$ cat src/rtl/imm_exec_pkg.sv
package imm_exec_pkg;

  typedef enum logic [3:0] {
    OP_ADDT = 4'd0,
    OP_ADDU = 4'd1,
    OP_SLT  = 4'd2,
    OP_SLTU = 4'd3,
    OP_AND  = 4'd4,
    OP_OR   = 4'd5,
    OP_XOR  = 4'd6,
    OP_LUI  = 4'd7,
    OP_SLL  = 4'd8,
    OP_SRL  = 4'd9,
    OP_SRA  = 4'd10
  } opCode_e;

  typedef enum logic [2:0] {
    UNIT_ADD,
    UNIT_CMP,
    UNIT_LOGIC,
    UNIT_UPPER,
    UNIT_SHIFT
  } unitSel_e;

  typedef enum logic [1:0] {
    LOG_AND,
    LOG_OR,
    LOG_XOR
  } logicOp_e;

  typedef enum logic [1:0] {
    SH_LEFT,
    SH_RIGHT_LOG,
    SH_RIGHT_ARITH,
    SH_ROTATE
  } shiftOp_e;

  // strobes handed from control to datapath
  typedef struct packed {
    unitSel_e unitSel;
    logic     signExt;
    logic     cmpUnsigned;
    logicOp_e logicOp;
    shiftOp_e shiftOp;
    logic     trapOnOvf;
    logic     reserved;
    logic     dstLive;
  } ctrlStrobe_t;

endpackage

$ cat src/rtl/imm_exec_ctrl.sv
module imm_exec_ctrl
  import imm_exec_pkg::*;
#(
  parameter int REG_IDX_W = 5
) (
  input  logic [3:0]           opCode,
  input  logic                 rotSel,
  input  logic [REG_IDX_W-1:0] dstIdx,
  output ctrlStrobe_t          strobe
);

  always_comb begin
    strobe             = '0;
    strobe.unitSel     = UNIT_ADD;
    strobe.logicOp     = LOG_AND;
    strobe.shiftOp     = SH_LEFT;
    strobe.dstLive     = (dstIdx != '0);
    case (opCode)
      OP_ADDT: begin
        strobe.unitSel   = UNIT_ADD;
        strobe.signExt   = 1'b1;
        strobe.trapOnOvf = 1'b1;
      end
      OP_ADDU: begin
        strobe.unitSel = UNIT_ADD;
        strobe.signExt = 1'b1;
      end
      OP_SLT: begin
        strobe.unitSel = UNIT_CMP;
        strobe.signExt = 1'b1;
      end
      OP_SLTU: begin
        strobe.unitSel     = UNIT_CMP;
        strobe.signExt     = 1'b1;
        strobe.cmpUnsigned = 1'b1;
      end
      OP_AND: begin
        strobe.unitSel = UNIT_LOGIC;
        strobe.logicOp = LOG_AND;
      end
      OP_OR: begin
        strobe.unitSel = UNIT_LOGIC;
        strobe.logicOp = LOG_OR;
      end
      OP_XOR: begin
        strobe.unitSel = UNIT_LOGIC;
        strobe.logicOp = LOG_XOR;
      end
      OP_LUI: begin
        strobe.unitSel = UNIT_UPPER;
      end
      OP_SLL: begin
        strobe.unitSel = UNIT_SHIFT;
        strobe.shiftOp = SH_LEFT;
      end
      OP_SRL: begin
        strobe.unitSel = UNIT_SHIFT;
        strobe.shiftOp = rotSel ? SH_ROTATE : SH_RIGHT_LOG;
      end
      OP_SRA: begin
        strobe.unitSel = UNIT_SHIFT;
        strobe.shiftOp = SH_RIGHT_ARITH;
      end
      default: begin
        strobe.reserved = 1'b1;
      end
    endcase
  end

endmodule

$ cat src/rtl/imm_exec_shifter.sv
module imm_exec_shifter
  import imm_exec_pkg::*;
#(
  parameter int DATA_W = 32,
  parameter int SH_W   = $clog2(DATA_W)
) (
  input  logic [DATA_W-1:0] shIn,
  input  logic [SH_W-1:0]   shCount,
  input  shiftOp_e          shiftOp,
  output logic [DATA_W-1:0] shOut
);

  logic                      isLeft;
  logic                      signBit;
  logic [DATA_W-1:0]         revIn;
  logic [DATA_W-1:0]         revOut;
  logic [SH_W:0][DATA_W-1:0] stage;

  assign isLeft  = (shiftOp == SH_LEFT);
  assign signBit = shIn[DATA_W-1];

  // a left shift is a right shift of the bit-reversed word
  always_comb begin
    for (int i = 0; i < DATA_W; i++) begin
      revIn[i] = shIn[DATA_W-1-i];
    end
  end

  assign stage[0] = isLeft ? revIn : shIn;

  for (genvar s = 0; s < SH_W; s++) begin : g_stage
    localparam int STEP = 1 << s;
    logic [STEP-1:0] fillBits;
    always_comb begin
      case (shiftOp)
        SH_ROTATE:      fillBits = stage[s][STEP-1:0];
        SH_RIGHT_ARITH: fillBits = {STEP{signBit}};
        default:        fillBits = '0;
      endcase
    end
    assign stage[s+1] = shCount[s] ? {fillBits, stage[s][DATA_W-1:STEP]} : stage[s];
  end

  always_comb begin
    for (int i = 0; i < DATA_W; i++) begin
      revOut[i] = stage[SH_W][DATA_W-1-i];
    end
  end

  assign shOut = isLeft ? revOut : stage[SH_W];

endmodule

$ cat src/rtl/imm_exec_dp.sv
module imm_exec_dp
  import imm_exec_pkg::*;
#(
  parameter int DATA_W    = 32,
  parameter int IMM_W     = 16,
  parameter int REG_IDX_W = 5,
  parameter int SH_W      = $clog2(DATA_W)
) (
  input  logic                 clk,
  input  logic                 rst,
  input  ctrlStrobe_t          strobe,
  input  logic [REG_IDX_W-1:0] srcIdx,
  input  logic [DATA_W-1:0]    srcVal,
  input  logic [IMM_W-1:0]     immVal,
  input  logic [SH_W-1:0]      shAmt,
  output logic [DATA_W-1:0]    result,
  output logic                 regWrEn,
  output logic                 ovfTrap,
  output logic                 rsvdInstr
);

  localparam int EXT_W = DATA_W - IMM_W;
  localparam int MSB   = DATA_W - 1;

  logic [DATA_W-1:0] srcEff;
  logic [DATA_W-1:0] immExt;
  logic [DATA_W-1:0] sumVal;
  logic              ovfRaw;
  logic              ltFlag;
  logic [DATA_W-1:0] cmpVal;
  logic [DATA_W-1:0] logicVal;
  logic [DATA_W-1:0] upperVal;
  logic [DATA_W-1:0] shiftVal;
  logic [DATA_W-1:0] nextVal;
  logic              trapNow;
  logic              writeNow;

  assign srcEff = (srcIdx == '0) ? '0 : srcVal;
  assign immExt = strobe.signExt ? {{EXT_W{immVal[IMM_W-1]}}, immVal}
                                 : {{EXT_W{1'b0}}, immVal};

  // adder and signed overflow
  assign sumVal = srcEff + immExt;
  assign ovfRaw = (srcEff[MSB] == immExt[MSB]) && (sumVal[MSB] != srcEff[MSB]);

  // comparator
  assign ltFlag = strobe.cmpUnsigned ? (srcEff < immExt)
                                     : ($signed(srcEff) < $signed(immExt));
  assign cmpVal = {{(DATA_W-1){1'b0}}, ltFlag};

  // bitwise logic
  always_comb begin
    case (strobe.logicOp)
      LOG_OR:  logicVal = srcEff | immExt;
      LOG_XOR: logicVal = srcEff ^ immExt;
      default: logicVal = srcEff & immExt;
    endcase
  end

  assign upperVal = {immVal, {EXT_W{1'b0}}};

  imm_exec_shifter #(
    .DATA_W (DATA_W),
    .SH_W   (SH_W)
  ) shifter_i (
    .shIn    (srcEff),
    .shCount (shAmt),
    .shiftOp (strobe.shiftOp),
    .shOut   (shiftVal)
  );

  always_comb begin
    case (strobe.unitSel)
      UNIT_CMP:   nextVal = cmpVal;
      UNIT_LOGIC: nextVal = logicVal;
      UNIT_UPPER: nextVal = upperVal;
      UNIT_SHIFT: nextVal = shiftVal;
      default:    nextVal = sumVal;
    endcase
  end

  assign trapNow  = strobe.trapOnOvf && ovfRaw && !strobe.reserved;
  assign writeNow = strobe.dstLive && !strobe.reserved && !trapNow;

  always_ff @(posedge clk) begin
    if (rst) begin
      result    <= '0;
      regWrEn   <= 1'b0;
      ovfTrap   <= 1'b0;
      rsvdInstr <= 1'b0;
    end else begin
      result    <= writeNow ? nextVal : '0;
      regWrEn   <= writeNow;
      ovfTrap   <= trapNow;
      rsvdInstr <= strobe.reserved;
    end
  end

endmodule

$ cat src/rtl/imm_exec_unit.sv
module imm_exec_unit
  import imm_exec_pkg::*;
#(
  parameter int DATA_W    = 32,
  parameter int IMM_W     = 16,
  parameter int REG_IDX_W = 5
) (
  input  logic                        clk,
  input  logic                        rst,
  input  logic [3:0]                  opCode,
  input  logic [REG_IDX_W-1:0]        srcIdx,
  input  logic [DATA_W-1:0]           srcVal,
  input  logic [IMM_W-1:0]            immVal,
  input  logic [$clog2(DATA_W)-1:0]   shAmt,
  input  logic                        rotSel,
  input  logic [REG_IDX_W-1:0]        dstIdx,
  output logic [DATA_W-1:0]           result,
  output logic                        regWrEn,
  output logic                        ovfTrap,
  output logic                        rsvdInstr
);

  localparam int SH_W = $clog2(DATA_W);

  ctrlStrobe_t strobe;

  imm_exec_ctrl #(
    .REG_IDX_W (REG_IDX_W)
  ) ctrl_i (
    .opCode (opCode),
    .rotSel (rotSel),
    .dstIdx (dstIdx),
    .strobe (strobe)
  );

  imm_exec_dp #(
    .DATA_W    (DATA_W),
    .IMM_W     (IMM_W),
    .REG_IDX_W (REG_IDX_W),
    .SH_W      (SH_W)
  ) dp_i (
    .clk       (clk),
    .rst       (rst),
    .strobe    (strobe),
    .srcIdx    (srcIdx),
    .srcVal    (srcVal),
    .immVal    (immVal),
    .shAmt     (shAmt),
    .result    (result),
    .regWrEn   (regWrEn),
    .ovfTrap   (ovfTrap),
    .rsvdInstr (rsvdInstr)
  );

endmodule

$ cat config.mk
export PLATFORM = sky130hd
export DESIGN_NAME = imm_exec_unit
export DESIGN_NICKNAME = d
export VERILOG_FILES = /design/src/rtl/imm_exec_pkg.sv /design/src/rtl/imm_exec_ctrl.sv /design/src/rtl/imm_exec_shifter.sv /design/src/rtl/imm_exec_dp.sv /design/src/rtl/imm_exec_unit.sv
export SDC_FILE = /design/constraint.sdc
export NUM_CORES = 1
export LEC_CHECK = 0
export ABC_AREA = 1
export CAP_MARGIN = 10
export CORE_ASPECT_RATIO = 0.7
export CORE_MARGIN = 1
export CORE_UTILIZATION = 37
export CTS_BUF_LIST = sky130_fd_sc_hd__clkbuf_8
export DETAILED_ROUTE_END_ITERATION = 7
export GPL_ROUTABILITY_DRIVEN = 1
export GPL_TIMING_DRIVEN = 0
export SLEW_MARGIN = 20
export SYNTH_ARGS = -nofsm -noshare
export SYNTH_HDL_FRONTEND = slang
export SYNTH_SLANG_ARGS = --single-unit
$ cat constraint.sdc
create_clock -name clk -period 11.5 [get_ports clk]
set_input_delay 3.45 -clock clk [delete_from_list [all_inputs] [get_ports clk]]
set_output_delay 3.45 -clock clk [all_outputs]
set_load 0.01 [all_outputs]
==> results of run 1 <==
critical path: cells and delay by family:
kind	cells	cell delay, ns
and+or+nand+nor	9	1.87
buffers and inverters	5	1.83
AOI/OAI and AO/OA	3	1.03
adders and majority gates	1	0.77
registers in the layout, indices dropped and copies added (netlist names):
signal / flops
dp_i.ovfTrap: 1
dp_i.regWrEn: 1
dp_i.result: 32
dp_i.rsvdInstr: 1
layout make-up:
| type | instances | share of cell area, % |
|---|---|---|
| flip-flops and latches | 35 | 6.95 |
| repair buffers | 102 | 10.1 |
| clock inverters | 3 | 0.434 |
| multi-input cells | 1262 | 67.7 |
| plain buffers | 75 | 3.80 |
| inverters | 171 | 6.39 |
| well taps | 312 | 3.87 |
| clock buffers | 5 | 0.683 |
cell usage after synthesis (5+ instances only):
cell      instances  area (sq um)
buf_1            12          45.0
nor2_1          142           533
nand2_4           5          56.3
o21ai_1          11          55.1
o22ai_1          23           144
inv_2            10          37.5
clkbuf_1         30           113
nand3_1         336          1680
inv_1           159           597
nor2_2            6          37.5
o221ai_1          7          61.3
dfxtp_1          35           701
buf_4             5          37.5
nand3_2          21           210
nand4_1          15          93.8
ha_1             98          1230
a21oi_1          83           415
buf_6             6          67.6
o21a_1            7          52.6
nand2_1         388          1460
buf_2            21           105
o21ai_0          54           270
o211ai_1          7          52.6
a211oi_1          7          52.6
nor3_1           12          60.1
xor2_1           12           105
per-layer routing:
metal  share of wire (%)  routed length (um)  up-vias  track usage [%]
li1                    -                   -     5356                -
met1                  47               22300     5382             61.5
met2                  35               16600      885             49.2
met3                  17                8080       47             15.6
met4                 1.3                 614        0             5.34
met5                   0                   0        -                0
cell usage in the layout (no fill, tap or decap), types with 10 or more instances in the layout:
cell / count
clkbuf_1: 30
o21ai_1: 11
o22ai_1: 23
xor2_1: 12
o21ai_0: 54
dfxtp_1: 35
nor3_1: 12
ha_1: 98
buf_1: 12
inv_2: 10
nand2_1: 388
nand4_1: 15
nand3_1: 336
inv_1: 159
clkdlybuf4s50_1: 102
nand3_2: 21
a21oi_1: 83
nor2_1: 141
buf_2: 21
kinds of logic after synthesis:
kind of cell             after synthesis  share of synthesized area [%]
AO/OA/AOI/OAI                        211                           14.0
buffers and inverters                246                           12.0
AND/OR/NAND/NOR                      941                           50.2
XOR/XNOR                              12                           1.23
flip-flops                            35                           8.19
adder cells (fa/ha/maj)               98                           14.3
worst paths after layout:
| check | start | to | cells past startpoint |
|---|---|---|---|
| worst max-delay path | opCode[3] | dp_i.result[1]$_SDFF_PP0_ | 18 |
| worst min-delay path | rst | dp_i.rsvdInstr$_SDFF_PP0_ | 2 |
through the flow:
step / std cells / util [%]
floorplan: 1543 / -
global placement: 1957 / 44.0
detailed placement: 1957 / 44.0
CTS: 1965 / 44.5
global route: 1965 / 44.5
finish: 1965 / 44.5
report_power, final:
part           switching, mW  total (mW)  internal [mW]
clock network         0.0425       0.107         0.0644
registers            0.00240       0.133          0.131
logic                  0.334       0.482          0.149
total                  0.378       0.722          0.344
==> results.py, run 1 <==
metrics = {
    "run_status": {
        "outcome": "finished, final reports clean",
    },
    "worst_setup_path": {
        "crit_required_ns": 11.67,
        "cp_max_fo": 32,
        "crit_slowest_cell": "inv_1",
        "crit_arrival_ns": 8.99,
        "critPathMaxStageDelay_ns": 0.78,
        "cp-end-kind": "register",
        "cpMostUsedCell": "nand3_1",
        "cp-start-kind": "input port",
        "crit_chain": "clkdlybuf4s50_1, nor2_1, inv_1, nor2_2, inv_1, ha_1, inv_1, a21oi_1, o21ai_0, nand4_1, nand3_1, a21oi_1, nand3_1, nand3_1, nand3_1, nand2_2, buf_2, nor2_1",
        "critPathKind": "in -> reg",
    },
    "final_layout": {
        "insertedDiodeCount": 0,
        "design_area_sq_um": 10100,
        "syn2layout_area_growth_pct": 17.8,
        "register_area_sq_um": 701,
        "fill_cells": 2596,
        "layout-drive-gt1-share_pct": 5.93,
        "multiInputGateArea_sq_um": 6830,
        "nNetsFinal": 1820,
    },
    "power_and_ir_drop": {
        "p_total_uw": 722,
        "powerDensity_nw_per_um2": 71.6,
        "power.leakage_nw": 4.97,
        "ir_drop_mv": 0.0594,
    },
    "logic_synthesis": {
        "syn_area_sq_um": 8560,
        "netlist_instances": 1543,
        "yosys_warnings": 0,
        "seq_area_frac_synth_pct": 8.19,
        "async_reset_ff_share_pct": 0,
        "syn-num-nets": 1711,
        "syn_avg_cell_area_sq_um": 5.54,
        "synth_edf_count": 0,
        "synthDistinctLibCells": 44,
        "synth_seq_cells": 35,
        "synth_flop_cell": "dfxtp_1",
    },
    "global_route": {
        "overflow": 0,
        "grt_pass1_wl_um": 67700,
        "grt_usage_pct": 39.4,
        "antenna_found_initial": 0,
        "grt_pass1_vias": 10100,
        "grt_start_max_net_pins": 33,
    },
    "route": {
        "vias": 11700,
        "drt-initial-drc-count": 1893,
        "dr.pass1.iters": 7,
        "viasPerCell": 5.94,
        "wl_per_cell_um": 24.2,
        "drc": 0,
        "wirelength_um": 47600,
        "drtAntennaViolNets": 0,
    },
    "die": {
        "rows": 46,
        "ios": 105,
        "initial_core_util_pct": 37.7,
        "die-area_sq_um": 23700,
        "core_area_sq_um": 22700,
        "die_w_um": 184,
        "die_h_um": 129,
    },
    "cts": {
        "cts_setup_buffers": 0,
        "cts_buffers": 5,
        "clockBufferDepth": 2,
        "htree_levels": 2,
        "cts-resized-gates": 0,
        "cts_root_buf": "clkbuf_8",
        "clk_pin_slew_ns": 0.07,
        "tritoncts": "done",
        "clock-sinks": 35,
        "cts.hold.buffers_added": 0,
    },
    "placement": {
        "dpl.hpwl_um": 40600,
        "io_buffers": 102,
        "place_area_sq_um": 9970,
        "post-place-ws_ns": 2.71,
        "gp_congestion": 1.07,
    },
    "job": {
        "maxCapViolCount": 0,
    },
    "timing": {
        "maxSlewViolCount": 0,
        "hold_viol_final": 0,
        "fin_crit_sh_pct": 76.7,
        "fin_tns_setup_ns": 0,
        "setup_slack_ns": 2.68,
        "rsz0062_at_grt": "no",
        "hold_ws_ns": 3.76,
        "worst_slew_margin_rel_pct": 27.5,
        "setup_viol": 0,
        "fmax_mhz": 113,
        "worstMarginPinSlew_ns": 1.09,
        "period_needed_ns": 8.82,
    },
    "worst_hold_path": {
        "hold_path_class": "in -> reg",
    },
}
Note: power is estimated with default switching activity, not from simulation.
==> inputs of run 2 (changes only) <==
- clock period: 11.5 -> 7.4 ns (I/O delays scaled with it)
==> run 2 against run 1 <==
  * Design area rose by 0.14%
  * Critical path depth did not move
  * Global-route usage did not move
  * Total power rose by 55%
  * Via count rose by 0.47%
  * Critical path type unchanged
  * Largest cell class unchanged
==> results.py, run 2 (synthesis results as in run 1) <==
metrics = {
    "run_status": {
        "outcome": "finished, final reports clean",
    },
    "route": {
        "drt-initial-drc-count": 1912,
        "drtAntennaViolNets": 0,
        "viasPerCell": 5.96,
        "wirelength_um": 47500,
        "vias": 11700,
        "dr.pass1.iters": 6,
        "drc": 0,
        "wl_per_cell_um": 24.2,
    },
    "final_layout": {
        "layout_common_cells": "nand2_1, nand3_1, inv_1",
        "final_common_cell": "nand2_1",
        "register_area_sq_um": 701,
        "insertedDiodeCount": 0,
        "fill_cells": 2597,
        "layout-drive-gt1-share_pct": 6.05,
        "largest_reg_flops": 32,
        "multiInputGateArea_sq_um": 6840,
        "top_register": "dp_i.result",
        "nNetsFinal": 1821,
        "syn2layout_area_growth_pct": 18.0,
    },
    "global_route": {
        "grt_pass1_wl_um": 67700,
        "overflow": 0,
        "grt_pass1_vias": 10100,
        "antenna_found_initial": 0,
        "grt_usage_pct": 39.4,
        "grt_start_max_net_pins": 33,
    },
    "timing": {
        "period_needed_ns": 6.99,
        "hold_viol_final": 0,
        "worstMarginPinSlew_ns": 0.811,
        "maxSlewViolCount": 0,
        "hold_ws_ns": 2.53,
        "setup_slack_ns": 0.413,
        "rsz0062_at_grt": "no",
        "fmax_mhz": 143,
        "setup_viol": 0,
        "worst_slew_margin_rel_pct": 45.7,
        "fin_tns_setup_ns": 0,
        "fin_crit_sh_pct": 94.4,
    },
    "power_and_ir_drop": {
        "p_total_mw": 1.12,
        "ir_drop_mv": 0.0923,
        "powerDensity_nw_per_um2": 111,
        "power.leakage_nw": 4.97,
    },
    "die": {
        "initial_core_util_pct": 37.7,
        "core_area_sq_um": 22700,
        "ios": 105,
        "die_h_um": 129,
        "die_w_um": 184,
        "rows": 46,
        "die-area_sq_um": 23700,
    },
    "worst_setup_path": {
        "critPathKind": "in -> reg",
        "crit_required_ns": 7.56,
        "cpMostUsedCell": "nand3_1",
        "crit_chain": "clkdlybuf4s50_1, nor2_1, inv_1, nor2_4, clkinvlp_4, ha_1, inv_1, a21oi_1, o21ai_0, nand4_1, nand3_1, a21oi_1, nand3_1, nand3_1, nand3_1, nand2_2, buf_2, nor2_1",
        "crit_end": "dp_i.result[1]$_SDFF_PP0_",
        "crit_slowest_cell": "ha_1",
        "critPathMaxStageDelay_ns": 0.66,
        "cp-end-kind": "register",
        "cp_max_fo": 18,
        "cp-start-kind": "input port",
        "startpoint": "opCode[3]",
        "crit_arrival_ns": 7.15,
    },
    "placement": {
        "gp_congestion": 1.07,
        "io_buffers": 102,
        "post-place-ws_ns": -0.163,
        "dpl.hpwl_um": 40600,
    },
    "cts": {
        "clock-sinks": 35,
        "cts_setup_buffers": 0,
        "htree_levels": 2,
        "cts_root_buf": "clkbuf_8",
        "tritoncts": "done",
        "clk_pin_slew_ns": 0.07,
        "cts_buffers": 5,
        "clockBufferDepth": 2,
    },
    "worst_hold_path": {
        "hold_path_class": "in -> reg",
        "holdCritStartpoint": "rst",
    },
    "job": {
        "maxCapViolCount": 0,
    },
}
run 2: worst min path at each step:
stage               cells after the start  slack, ns                         to
floorplan                               1       2.29  dp_i.rsvdInstr$_SDFF_PP0_
global placement                        2       2.81    dp_i.ovfTrap$_SDFF_PP0_
detailed placement                      2       2.83  dp_i.rsvdInstr$_SDFF_PP0_
CTS                                     2       2.54  dp_i.rsvdInstr$_SDFF_PP0_
global route                            2       2.55    dp_i.ovfTrap$_SDFF_PP0_
finish                                  2       2.53  dp_i.rsvdInstr$_SDFF_PP0_
run 2: layout make-up:
| type | count | share of cell area [%] |
|---|---|---|
| Inverter | 171 | 6.42 |
| Sequential cell | 35 | 6.94 |
| Clock buffer | 5 | 0.682 |
| Timing Repair inverter | 1 | 0.0496 |
| Tap cell | 312 | 3.87 |
| Multi-Input combinational cell | 1262 | 67.7 |
| Buffer | 75 | 3.79 |
| Clock inverter | 3 | 0.434 |
| Timing Repair Buffer | 102 | 10.1 |
run 2: report_power, final:
group,total (mW),internal (mW),switching (mW)
Clock,0.166,0.100,0.0657
Combinational,0.749,0.231,0.518
Sequential,0.207,0.203,0.00370
run 2: metal layers:
layer | global-route usage [%] | share of wire (%) | up-vias
met5 | 0 | 0 | -
met2 | 49.2 | 35 | 902
met1 | 61.5 | 47 | 5425
met4 | 5.34 | 1.2 | 0
met3 | 15.6 | 17 | 36
li1 | - | - | 5362
run 2: metrics by stage:
step	utilization [%]	instances	cell area, sq um
3_5_place_dp	44.0	1957	9970
5_1_grt	44.5	1966	10100
4_1_cts	44.5	1965	10100
2_1_floorplan	-	1543	8560
3_3_place_gp	44.0	1957	9970
6_report	44.5	1966	10100
run 2: what timing repair did:
item / CTS / global route
setup endpoints to repair: 0 / 33
resized for setup: 0 / 2
hold buffers: 0 / 0
run 2: worst max-delay path: cells and delay by family:
| family | cells | cell delay, ns |
|---|---|---|
| AND/OR/NAND/NOR | 9 | 1.67 |
| adder cells (fa/ha/maj) | 1 | 0.66 |
| AO/OA/AOI/OAI | 3 | 0.98 |
| buffers and inverters | 5 | 1.58 |
